===== config.mk =====
export PLATFORM = sky130hd
export DESIGN_NAME = irq_cascade_top
export DESIGN_NICKNAME = d
export VERILOG_FILES = /design/src/rtl/irq_pkg.sv /design/src/rtl/irq_prio_pick.sv /design/src/rtl/irq_unit.sv /design/src/rtl/irq_cascade_top.sv
export SDC_FILE = /design/constraint.sdc
export NUM_CORES = 1
export LEC_CHECK = 0
export CAP_MARGIN = 5
export CORE_MARGIN = 2
export CORE_UTILIZATION = 49
export CTS_CLUSTER_SIZE = 25
export DETAILED_ROUTE_END_ITERATION = 6
export PLACE_DENSITY_LB_ADDON = 0.08
export SYNTH_ARGS = -nofsm -noshare
export SYNTH_HDL_FRONTEND = slang
export SYNTH_SLANG_ARGS = --single-unit
export TNS_END_PERCENT = 30

===== constraint.sdc =====
create_clock -name clk -period 2.2 [get_ports clk]
set_input_delay 0.44 -clock clk [delete_from_list [all_inputs] [get_ports clk]]
set_output_delay 0.44 -clock clk [all_outputs]
set_load 0.005 [all_outputs]

===== src/rtl/irq_pkg.sv =====
package irq_pkg;
  localparam int unsigned LINES = 8;
  localparam int unsigned IDX_W = $clog2(LINES);
  localparam int unsigned BASE_W = 8 - IDX_W;
  localparam logic [7:0] EOI_CODE = 8'h20;

  typedef logic [LINES-1:0] lines_t;
  typedef logic [IDX_W-1:0] idx_t;

  typedef struct packed {
    logic       we;
    logic       sel_cmd;
    logic [7:0] data;
  } regwr_t;
endpackage


===== src/rtl/irq_prio_pick.sv =====
module irq_prio_pick #(
  parameter int unsigned N = 8,
  localparam int unsigned W = $clog2(N)
) (
  input  logic [N-1:0] req,
  output logic         hit,
  output logic [W-1:0] idx
);
  always_comb begin
    hit = |req;
    idx = '0;
    for (int i = N - 1; i >= 0; i--) begin
      if (req[i]) idx = W'(i);
    end
  end
endmodule


===== src/rtl/irq_unit.sv =====
module irq_unit
  import irq_pkg::*;
#(
  parameter logic [7:0] RST_BASE   = 8'h08,
  parameter lines_t     LEVEL_MASK = '0
) (
  input  logic       clk,
  input  logic       rst_n,
  input  lines_t     req_in,
  input  regwr_t     wr,
  input  logic       ack,
  output logic       int_o,
  output idx_t       win_idx,
  output logic [7:0] vec_o,
  output lines_t     isr_o,
  output lines_t     mask_o
);
  lines_t prev_q, irr_q, isr_q, mask_q;
  lines_t prev_d, irr_d, isr_d, mask_d;
  logic [BASE_W-1:0] base_q, base_d;
  lines_t pend, elig, win_1h, eoi_1h, edge_v;
  logic   isr_hit, eoi_cmd, mask_en, base_en;
  idx_t   isr_idx;

  assign pend = (irr_q & ~LEVEL_MASK) | (req_in & LEVEL_MASK);
  assign elig = pend & ~isr_q & ~mask_q;

  irq_prio_pick #(.N(LINES)) u_win (.req(elig),  .hit(int_o),   .idx(win_idx));
  irq_prio_pick #(.N(LINES)) u_top (.req(isr_q), .hit(isr_hit), .idx(isr_idx));

  always_comb begin
    eoi_cmd = wr.we && wr.sel_cmd && (wr.data == EOI_CODE);
    mask_en = wr.we && !wr.sel_cmd;
    base_en = wr.we && wr.sel_cmd && wr.data[0];
    edge_v  = req_in & ~prev_q;
    win_1h  = (ack && int_o) ? (lines_t'(1) << win_idx) : '0;
    eoi_1h  = (eoi_cmd && isr_hit) ? (lines_t'(1) << isr_idx) : '0;
    prev_d  = req_in;
    irr_d   = ((irr_q & ~win_1h) | edge_v) & ~LEVEL_MASK;
    isr_d   = (isr_q & ~eoi_1h) | win_1h;
    mask_d  = wr.data;
    base_d  = wr.data[7:IDX_W];
  end

  always_ff @(posedge clk or negedge rst_n) begin
    if (!rst_n) begin
      prev_q <= '0;
      irr_q  <= '0;
      isr_q  <= '0;
      mask_q <= '0;
      base_q <= RST_BASE[7:IDX_W];
    end else begin
      prev_q <= prev_d;
      irr_q  <= irr_d;
      isr_q  <= isr_d;
      if (mask_en) mask_q <= mask_d;
      if (base_en) base_q <= base_d;
    end
  end

  assign vec_o  = {base_q, int_o ? win_idx : idx_t'(LINES - 1)};
  assign isr_o  = isr_q;
  assign mask_o = mask_q;
endmodule


===== src/rtl/irq_cascade_top.sv =====
module irq_cascade_top
  import irq_pkg::*;
#(
  parameter logic [7:0]  PRI_PORT = 8'h20,
  parameter logic [7:0]  SEC_PORT = 8'hA0,
  parameter logic [7:0]  PRI_BASE = 8'h08,
  parameter logic [7:0]  SEC_BASE = 8'h70,
  parameter int unsigned CASC_IN  = 2
) (
  input  logic        clk,
  input  logic        rst_n,
  input  logic [15:0] irq_lines,
  input  logic [7:0]  reg_addr,
  input  logic        reg_wr,
  input  logic [7:0]  reg_wdata,
  output logic [7:0]  reg_rdata,
  output logic        cpu_irq,
  input  logic        cpu_ack,
  output logic [7:0]  cpu_vec
);
  localparam int unsigned UNITS = 2;
  localparam logic [7:0] PORTS [UNITS] = '{PRI_PORT, SEC_PORT};
  localparam logic [7:0] BASES [UNITS] = '{PRI_BASE, SEC_BASE};

  lines_t     req_v  [UNITS];
  regwr_t     wr_v   [UNITS];
  logic       ack_v  [UNITS];
  logic       int_v  [UNITS];
  idx_t       idx_v  [UNITS];
  logic [7:0] vecn_v [UNITS];
  lines_t     isr_v  [UNITS];
  lines_t     mask_v [UNITS];
  logic       hit_v  [UNITS];
  logic       casc_win;
  logic [7:0] vec_q, vec_d;

  always_comb begin
    req_v[0]          = irq_lines[7:0];
    req_v[0][CASC_IN] = int_v[1];
    req_v[1]          = irq_lines[15:8];
    casc_win          = int_v[0] && (idx_v[0] == idx_t'(CASC_IN));
    ack_v[0]          = cpu_ack;
    ack_v[1]          = cpu_ack && casc_win;
  end

  for (genvar g = 0; g < UNITS; g++) begin : g_unit
    assign hit_v[g]        = (reg_addr[7:1] == PORTS[g][7:1]);
    assign wr_v[g].we      = reg_wr && hit_v[g];
    assign wr_v[g].sel_cmd = !reg_addr[0];
    assign wr_v[g].data    = reg_wdata;

    irq_unit #(
      .RST_BASE  (BASES[g]),
      .LEVEL_MASK((g == 0) ? (lines_t'(1) << CASC_IN) : lines_t'(0))
    ) u_ctl (
      .clk    (clk),
      .rst_n  (rst_n),
      .req_in (req_v[g]),
      .wr     (wr_v[g]),
      .ack    (ack_v[g]),
      .int_o  (int_v[g]),
      .win_idx(idx_v[g]),
      .vec_o  (vecn_v[g]),
      .isr_o  (isr_v[g]),
      .mask_o (mask_v[g])
    );
  end

  always_comb begin
    reg_rdata = '0;
    for (int u = 0; u < UNITS; u++) begin
      if (hit_v[u]) reg_rdata = reg_addr[0] ? mask_v[u] : isr_v[u];
    end
    vec_d = casc_win ? vecn_v[1] : vecn_v[0];
  end

  always_ff @(posedge clk or negedge rst_n) begin
    if (!rst_n) vec_q <= '0;
    else if (cpu_ack) vec_q <= vec_d;
  end

  assign cpu_irq = int_v[0];
  assign cpu_vec = vec_q;
endmodule


==> results of run 1 <==
## cells by family (layout without fill, tap and decap cells)
kind of cell	Yosys count	in the layout	share of synthesized area, %
AND/OR/NAND/NOR	122	122	17.2
flip-flops	80	80	54.1
AO/OA/AOI/OAI	59	59	10.8
multiplexers	39	39	14.2
buffers and inverters	34	170	3.68
## flip-flops by register name, indices dropped and copies added, names as in the netlist
name                 cells
g_unit.u_ctl.prev_q     15
g_unit.u_ctl.mask_o     16
g_unit.u_ctl.isr_o      16
g_unit.u_ctl.base_q     10
cpu_vec                  8
g_unit.u_ctl.irr_q      15
## cell usage after synthesis (all sizes together)
| cell | count | area [sq um] |
|---|---|---|
| a211oi | 1 | 7.51 |
| a21bo | 1 | 10.0 |
| a21o | 1 | 7.51 |
| a21oi | 13 | 65.1 |
| a22o | 12 | 105 |
| a311oi | 1 | 8.76 |
| a31o | 1 | 8.76 |
| a32o | 1 | 10.0 |
| a41oi | 1 | 8.76 |
| and2 | 1 | 6.26 |
| and3 | 9 | 56.3 |
| buf | 2 | 15.0 |
| clkbuf | 6 | 23.8 |
| dfrtp | 76 | 1900 |
| dfstp | 4 | 105 |
| inv | 26 | 97.6 |
| mux2 | 26 | 293 |
| mux2i | 5 | 50.1 |
| mux4 | 8 | 184 |
| nand2 | 34 | 128 |
| nand2b | 5 | 31.3 |
| nand3 | 7 | 35.0 |
| nand3b | 2 | 15.0 |
| nand4 | 2 | 12.5 |
| nor2 | 28 | 105 |
| nor2b | 3 | 18.8 |
| nor3 | 3 | 15.0 |
| nor3b | 10 | 75.1 |
| nor4 | 3 | 25.0 |
| nor4b | 1 | 8.76 |
| o211ai | 1 | 7.51 |
| o21ai | 14 | 70.1 |
| o21bai | 1 | 7.51 |
| o22ai | 3 | 18.8 |
| o31a | 2 | 17.5 |
| o31ai | 4 | 30.0 |
| o41ai | 2 | 17.5 |
| or2 | 5 | 31.3 |
| or3 | 2 | 12.5 |
| or3b | 3 | 26.3 |
| or4 | 4 | 37.5 |
## layer usage
metal	track usage, %	up-vias	share of wire [%]
met2	41.6	148	47
met4	11.7	0	3.9
met1	35.9	1567	42
met3	7.47	32	7.4
li1	-	1453	-
met5	0	-	0
## through the flow
| stage | setup WS, ps | area, sq um | hold WS, ps | TNS [ps] | total power, mW |
|---|---|---|---|---|---|
| 3_5_place_dp | -523 | 4800 | 378 | -12280 | 3.54 |
| 4_1_cts | -249 | 5220 | 444 | -2460 | 4.92 |
| 5_1_grt | -272 | 5290 | 462 | -3250 | 5.26 |
| 2_1_floorplan | -98.4 | 3710 | 144 | -98.4 | 2.72 |
| 6_report | -238 | 5290 | 426 | -1820 | 5.00 |
| 3_3_place_gp | -503 | 4800 | 373 | -11900 | 3.51 |
## placed cells by master, fill, tap and decap left out, types with 3 or more instances in the layout
master / netlist / layout
inv_1: 26 / 26
or3b_2: 3 / 3
nor3b_1: 10 / 7
clkbuf_2: 1 / 8
buf_4: 0 / 63
nand2_1: 34 / 31
bufinv_16: 0 / 3
buf_12: 0 / 3
mux2_2: 26 / 26
o21ai_0: 14 / 11
dfstp_2: 4 / 4
and3_4: 0 / 6
buf_6: 1 / 10
dfrtp_1: 76 / 76
nand2b_1: 5 / 5
and3_1: 9 / 3
a21oi_1: 13 / 12
clkbuf_8: 0 / 9
o22ai_1: 3 / 3
nor2_1: 28 / 27
a22o_1: 12 / 12
mux4_2: 7 / 8
nand3_1: 7 / 7
or2_2: 5 / 5
buf_2: 0 / 3
mux2i_1: 5 / 4
clkdlybuf4s50_1: 0 / 35
o31ai_1: 4 / 3
## power groups by stage
stage | combinational (mW) | clock, mW | sequential [mW]
2_1_floorplan | 0.859 | 0 | 1.86
3_5_place_dp | 1.64 | 0 | 1.90
6_report | 1.81 | 1.30 | 1.89
5_1_grt | 1.95 | 1.39 | 1.92
4_1_cts | 1.72 | 1.32 | 1.88
3_3_place_gp | 1.61 | 0 | 1.89
## how the worst max path moves through the flow
stage / from / endpoint / slack (ps) / cells past startpoint
2_1_floorplan: g_unit[1].u_ctl.irr_q[3] / g_unit[0].u_ctl.irr_q[3] / -100 / 6
3_3_place_gp: reg_addr[7] / reg_rdata[5] / -500 / 4
3_5_place_dp: reg_addr[7] / reg_rdata[5] / -520 / 4
4_1_cts: g_unit[1].u_ctl.irr_q[0] / cpu_irq / -250 / 6
5_1_grt: g_unit[1].u_ctl.irr_q[0] / g_unit[0].u_ctl.irr_q[3] / -270 / 6
6_report: g_unit[1].u_ctl.irr_q[0] / g_unit[0].u_ctl.irr_q[3] / -240 / 6
## worst max-delay path: cells and delay by family, from the launching register on
family	cells	cell delay (ps)
simple gates	3	1240
compound gates	2	560
flops	1	390
buf+inv	1	140
## area by class of cell
type / count / area (sq um) / area share, %
inverters: 26 / 97.6 / 1.84
flip-flops and latches: 80 / 2010 / 37.9
well taps: 99 / 124 / 2.34
multi-input cells: 220 / 1710 / 32.4
clock buffers: 11 / 131 / 2.48
repair buffers: 128 / 1110 / 21.0
clock inverters: 5 / 106 / 2.01
## timing repair
action                     4_1_cts  5_1_grt
pin swaps                       11       15
gates resized for setup         58       32
setup buffers                    9        6
cloned                           1        1
hold endpoints to repair        26        0
setup endpoints to repair       27       41
hold buffers                     1        0
==> impl_metrics.env, run 1 <==
export IMPL_syn_num_nets=370
export IMPL_cpPeakStageDelay_ps=560
export IMPL_initial_utilization_pct=50.9
export IMPL_grt_pass1_vias=3250
export IMPL_diodes=0
export IMPL_cts_root_buf="clkbuf_8"
export IMPL_clock_fmax_mhz=410
export IMPL_drive_gt1_share_pct=37.4
export IMPL_viasPerCell=5.62
export IMPL_cellPowerDensity_mw_per_mm2=945
export IMPL_critPathMaxFanout=4
export IMPL_hold_viol=0
export IMPL_drv_slew=0
export IMPL_num_vias=3200
export IMPL_rsz0062_at_grt="true"
export IMPL_worstHoldStart="g_unit[0].u_ctl.prev_q[0]"
export IMPL_core_area_sq_mm=0.00729
export IMPL_clkPwrFrac_pct=26.0
export IMPL_layout_nets=501
export IMPL_dieHeight_um=91.0
export IMPL_clk_latency_ps=360
export IMPL_vdd_drop_max_mv=0.567
export IMPL_min_to="g_unit[0].u_ctl.irr_q[0]"
export IMPL_htree_levels=3
export IMPL_final_core_util_pct=72.6
export IMPL_cp_start_kind="flop"
export IMPL_drtIter0Drc=226
export IMPL_cp_arrival_ps=2690
export IMPL_r2r_slack_ps=-240
export IMPL_pin_count=53
export IMPL_min_period_ps=2440
export IMPL_required_ps=2450
export IMPL_relSlewSlack_pct=67.4
export IMPL_synth_cells=334
export IMPL_dp_cells=537
export IMPL_power_frac_comb_pct=36.2
export IMPL_outcome="finished with violations"
export IMPL_antenna_found_initial=0
export IMPL_die_area_sq_mm=0.00828
export IMPL_hp_class="flop to flop"
export IMPL_ant_nets=0
export IMPL_syn_cell_area_sq_mm=0.00371
export IMPL_grt_max_degree=55
export IMPL_yosys_cell_types_count=46
export IMPL_p_int_mw=3.37
export IMPL_grt_overflow_total=0
export IMPL_power_frac_seq_pct=37.8
export IMPL_p_sw_share_pct=32.6
export IMPL_gp_congestion=0.901
export IMPL_p_switching_mw=1.63
export IMPL_firstDrtPassIters=5
export IMPL_critPathSlowestCell="or4_4"
export IMPL_rr_endpoint="g_unit[0].u_ctl.irr_q[3]"
export IMPL_avgSynthCellArea_sq_um=11.1
export IMPL_hold_path_depth=1
export IMPL_num_rows=31
export IMPL_r2r_start="g_unit[1].u_ctl.irr_q[0]"
export IMPL_fillerInstances=557
export IMPL_crit_path_end_kind="flop"
export IMPL_cts_tree="yes"
export IMPL_worst_r2r_path_depth=6
export IMPL_cpMostUsedCell="or4_4"
export IMPL_area_growth_pct=42.7
export IMPL_io_buffers=51
export IMPL_failed_checks="negative setup slack"
export IMPL_numCtsBuffers=9
export IMPL_worstMarginPinSlew_ps=486
export IMPL_grt_pass1_wl_um=17000
export IMPL_grt_use_total_pct=27.0
export IMPL_ys_ff_latch=80
export IMPL_finClkSkew_ps=12.1
export IMPL_wl_per_cell_um=18.6
export IMPL_maxCapViolCount=0
export IMPL_routed_wl_um=10600
export IMPL_die_w_um=91.0
export IMPL_fin_crit_sh_pct=111
export IMPL_setup_viol=20
export IMPL_finalNonFillerCells=569
export IMPL_crit_chain="nor3b_4 -> or4_4 -> buf_6 -> o31a_1 -> or4_4 -> a22o_1"
export IMPL_clockBufferDepth=2
export IMPL_leakagePower_nw=2.51
export IMPL_cts_sinks=80
export IMPL_fin_ws_ps=-238
export IMPL_place_hpwl_um=7440
export IMPL_crit_type="flop to flop"
export IMPL_ys_warn_count=0
export IMPL_path_clk_slew_ps=80
export IMPL_synth_yosys_seq_area_share_pct=54.1
export IMPL_drc=0
(Power assumes the default switching activity.)
==> inputs of run 2 (changes only) <==
--- a/config.mk
+++ b/config.mk
@@ -6,8 +6,10 @@
 export NUM_CORES = 1
 export LEC_CHECK = 0
 export CAP_MARGIN = 5
+export CELL_PAD_IN_SITES_DETAIL_PLACEMENT = 1
+export CELL_PAD_IN_SITES_GLOBAL_PLACEMENT = 1
 export CORE_MARGIN = 2
-export CORE_UTILIZATION = 49
+export CORE_UTILIZATION = 39
 export CTS_CLUSTER_SIZE = 25
 export DETAILED_ROUTE_END_ITERATION = 6
 export PLACE_DENSITY_LB_ADDON = 0.08
==> run 2 against run 1 <==
The flow still finishes with violations (negative setup slack). First-iteration DRC count fell by 39%. Die area rose by 24%. Via count rose by 0.25%. Clock power fell by 8%. Core utilization fell by 13 points. Worst hold slack got worse by 360 ps. Sequential share of layout area fell by 1.3 points. Sequential power barely moved. Total power rose by 4.4%. Clock-buffer cell count did not move. Largest power group is now combinational cells.
==> impl_metrics.env, run 2 (same netlist as run 1, synthesis figures left out) <==
export IMPL_outcome="finished with violations"
export IMPL_finClkSkew_ps=8.01
export IMPL_p_sw_share_pct=35.1
export IMPL_die_w_um=102
export IMPL_grt_pass1_vias=3459
export IMPL_vdd_drop_max_mv=0.362
export IMPL_worstMarginPinSlew_ps=688
export IMPL_p_int_mw=3.39
export IMPL_failed_checks="negative setup slack"
export IMPL_cts_root_buf="clkbuf_8"
export IMPL_path_clk_slew_ps=80
export IMPL_p_switching_mw=1.83
export IMPL_die_area_sq_mm=0.0103
export IMPL_core_area_sq_mm=0.00924
export IMPL_layout_nets=508
export IMPL_firstDrtPassIters=4
export IMPL_cpPeakStageDelay_ps=570
export IMPL_critPathMaxFanout=5
export IMPL_final_cell_mix="dfrtp_1 (76), buf_4 (72), clkdlybuf4s50_1 (33)"
export IMPL_routed_wl_um=11900
export IMPL_htree_levels=3
export IMPL_relSlewSlack_pct=53.6
export IMPL_dieHeight_um=102
export IMPL_final_cell_area_sq_mm=0.00549
export IMPL_required_ps=2450
export IMPL_drc=0
export IMPL_drv_slew=0
export IMPL_grt_pass1_wl_um=18500
export IMPL_clk_latency_ps=360
export IMPL_ant_nets=0
export IMPL_r2r_slack_ps=-230
export IMPL_crit_path_end_kind="flop"
export IMPL_crit_type="flop to flop"
export IMPL_rr_endpoint="g_unit[0].u_ctl.irr_q[5]"
export IMPL_maxCapViolCount=0
export IMPL_holdBufCountCts=0
export IMPL_initial_utilization_pct=40.1
export IMPL_pin_count=53
export IMPL_r2r_start="g_unit[1].u_ctl.irr_q[2]"
export IMPL_num_rows=35
export IMPL_drtIter0Drc=137
export IMPL_clkPwrFrac_pct=23.0
export IMPL_setup_viol=23
export IMPL_power_frac_seq_pct=36.3
export IMPL_cts_sinks=80
export IMPL_num_vias=3208
export IMPL_critPathSlowestCell="or4_4"
export IMPL_grt_max_degree=45
export IMPL_drive_gt1_share_pct=41.3
export IMPL_hp_class="primary input to asynchronous set/reset pin"
export IMPL_fin_ws_ps=-232
export IMPL_multi_input_area_sq_mm=0.00182
export IMPL_cpMostUsedCell="buf_6"
export IMPL_diodes=0
export IMPL_cellPowerDensity_mw_per_mm2=953
export IMPL_place_hpwl_um=8570
export IMPL_area_growth_pct=47.9
export IMPL_grt_overflow_total=0
export IMPL_hold_viol=0
export IMPL_worst_r2r_path_depth=9
export IMPL_clock_fmax_mhz=411
export IMPL_wl_per_cell_um=19.7
export IMPL_numCtsBuffers=9
export IMPL_fillerInstances=964
export IMPL_placed_area_sq_mm=0.00490
export IMPL_path_buf_inv=3
export IMPL_leakagePower_nw=2.59
export IMPL_viasPerCell=5.29
export IMPL_antenna_found_initial=0
export IMPL_cpLargestDelayFamily="simple AND/OR/NAND/NOR gates"
export IMPL_gp_congestion=0.886
export IMPL_power_frac_comb_pct=40.7
export IMPL_cp_arrival_ps=2690
export IMPL_final_setup_tns_ps=-2500
export IMPL_io_buffers=51
export IMPL_clockBufferDepth=2
export IMPL_cts_tree="yes"
export IMPL_grt_use_total_pct=24.2
export IMPL_crit_chain="nor3b_2 -> or4_4 -> buf_6 -> o31a_1 -> buf_6 -> buf_6 -> nor2_4 -> o211ai_1 -> a22o_1"
export IMPL_cp_start_kind="flop"
export IMPL_fin_crit_sh_pct=111
export IMPL_min_period_ps=2430
export IMPL_seq_area_sq_mm=0.00201
export IMPL_layout_commonest_cell="dfrtp_1"
export IMPL_rsz0062_at_grt="true"
## run 2: per-layer routing
| layer | up-vias | share of wire [%] | GRT usage [%] |
|---|---|---|---|
| li1 | 1465 | - | - |
| met3 | 23 | 4.3 | 2.97 |
| met2 | 93 | 48 | 39.6 |
| met4 | 0 | 2.9 | 9.36 |
| met1 | 1627 | 45 | 33.0 |
| met5 | - | 0 | 0 |
## run 2: through the flow
stage               hold WS, ps  total power [mW]  std cells  setup WS, ps  utilization (%)
floorplan                   144              2.72        334         -98.4                -
global placement            414              3.59        576          -491             53.1
detailed placement          422              3.63        576          -507             53.1
CTS                         101              5.04        603          -248             58.0
global route                118              5.49        606          -268             59.4
finish                     69.7              5.23        606          -232             59.4
## run 2: how the worst max path moves through the flow
| stage | from | to | slack (ps) | depth (start not counted) |
|---|---|---|---|---|
| final | g_unit[1].u_ctl.irr_q[2] | g_unit[0].u_ctl.irr_q[5] | -230 | 9 |
| after global routing | g_unit[1].u_ctl.irr_q[2] | cpu_irq | -270 | 6 |
| after CTS | g_unit[1].u_ctl.irr_q[0] | cpu_irq | -250 | 6 |
| after detailed placement | reg_addr[0] | reg_rdata[4] | -510 | 5 |
| after global placement | reg_addr[0] | reg_rdata[2] | -490 | 5 |
| after floorplan | g_unit[1].u_ctl.irr_q[3] | g_unit[0].u_ctl.irr_q[3] | -100 | 6 |
## run 2: repair_timing
item / in CTS / in global routing
resized for setup: 66 / 44
buffers inserted: 9 / 4
pin swaps: 14 / 17
endpoints found under the setup margin: 32 / 51
gates cloned: 2 / 0
## run 2: power by group through the flow
stage / registers [mW] / clock network, mW / logic (mW)
CTS: 1.89 / 1.22 / 1.93
global placement: 1.90 / 0 / 1.68
finish: 1.90 / 1.20 / 2.13
global route: 1.93 / 1.27 / 2.29
detailed placement: 1.91 / 0 / 1.72
floorplan: 1.86 / 0 / 0.859
## run 2: layout make-up
| cell class | count | share of cell area (%) |
|---|---|---|
| sequential | 80 | 36.6 |
| multi-input combinational | 220 | 33.3 |
| timing repair buffer | 135 | 21.6 |
| tap | 129 | 2.94 |
| clock buffer | 11 | 2.40 |
| inverter | 26 | 1.78 |
| clock inverter | 5 | 1.48 |
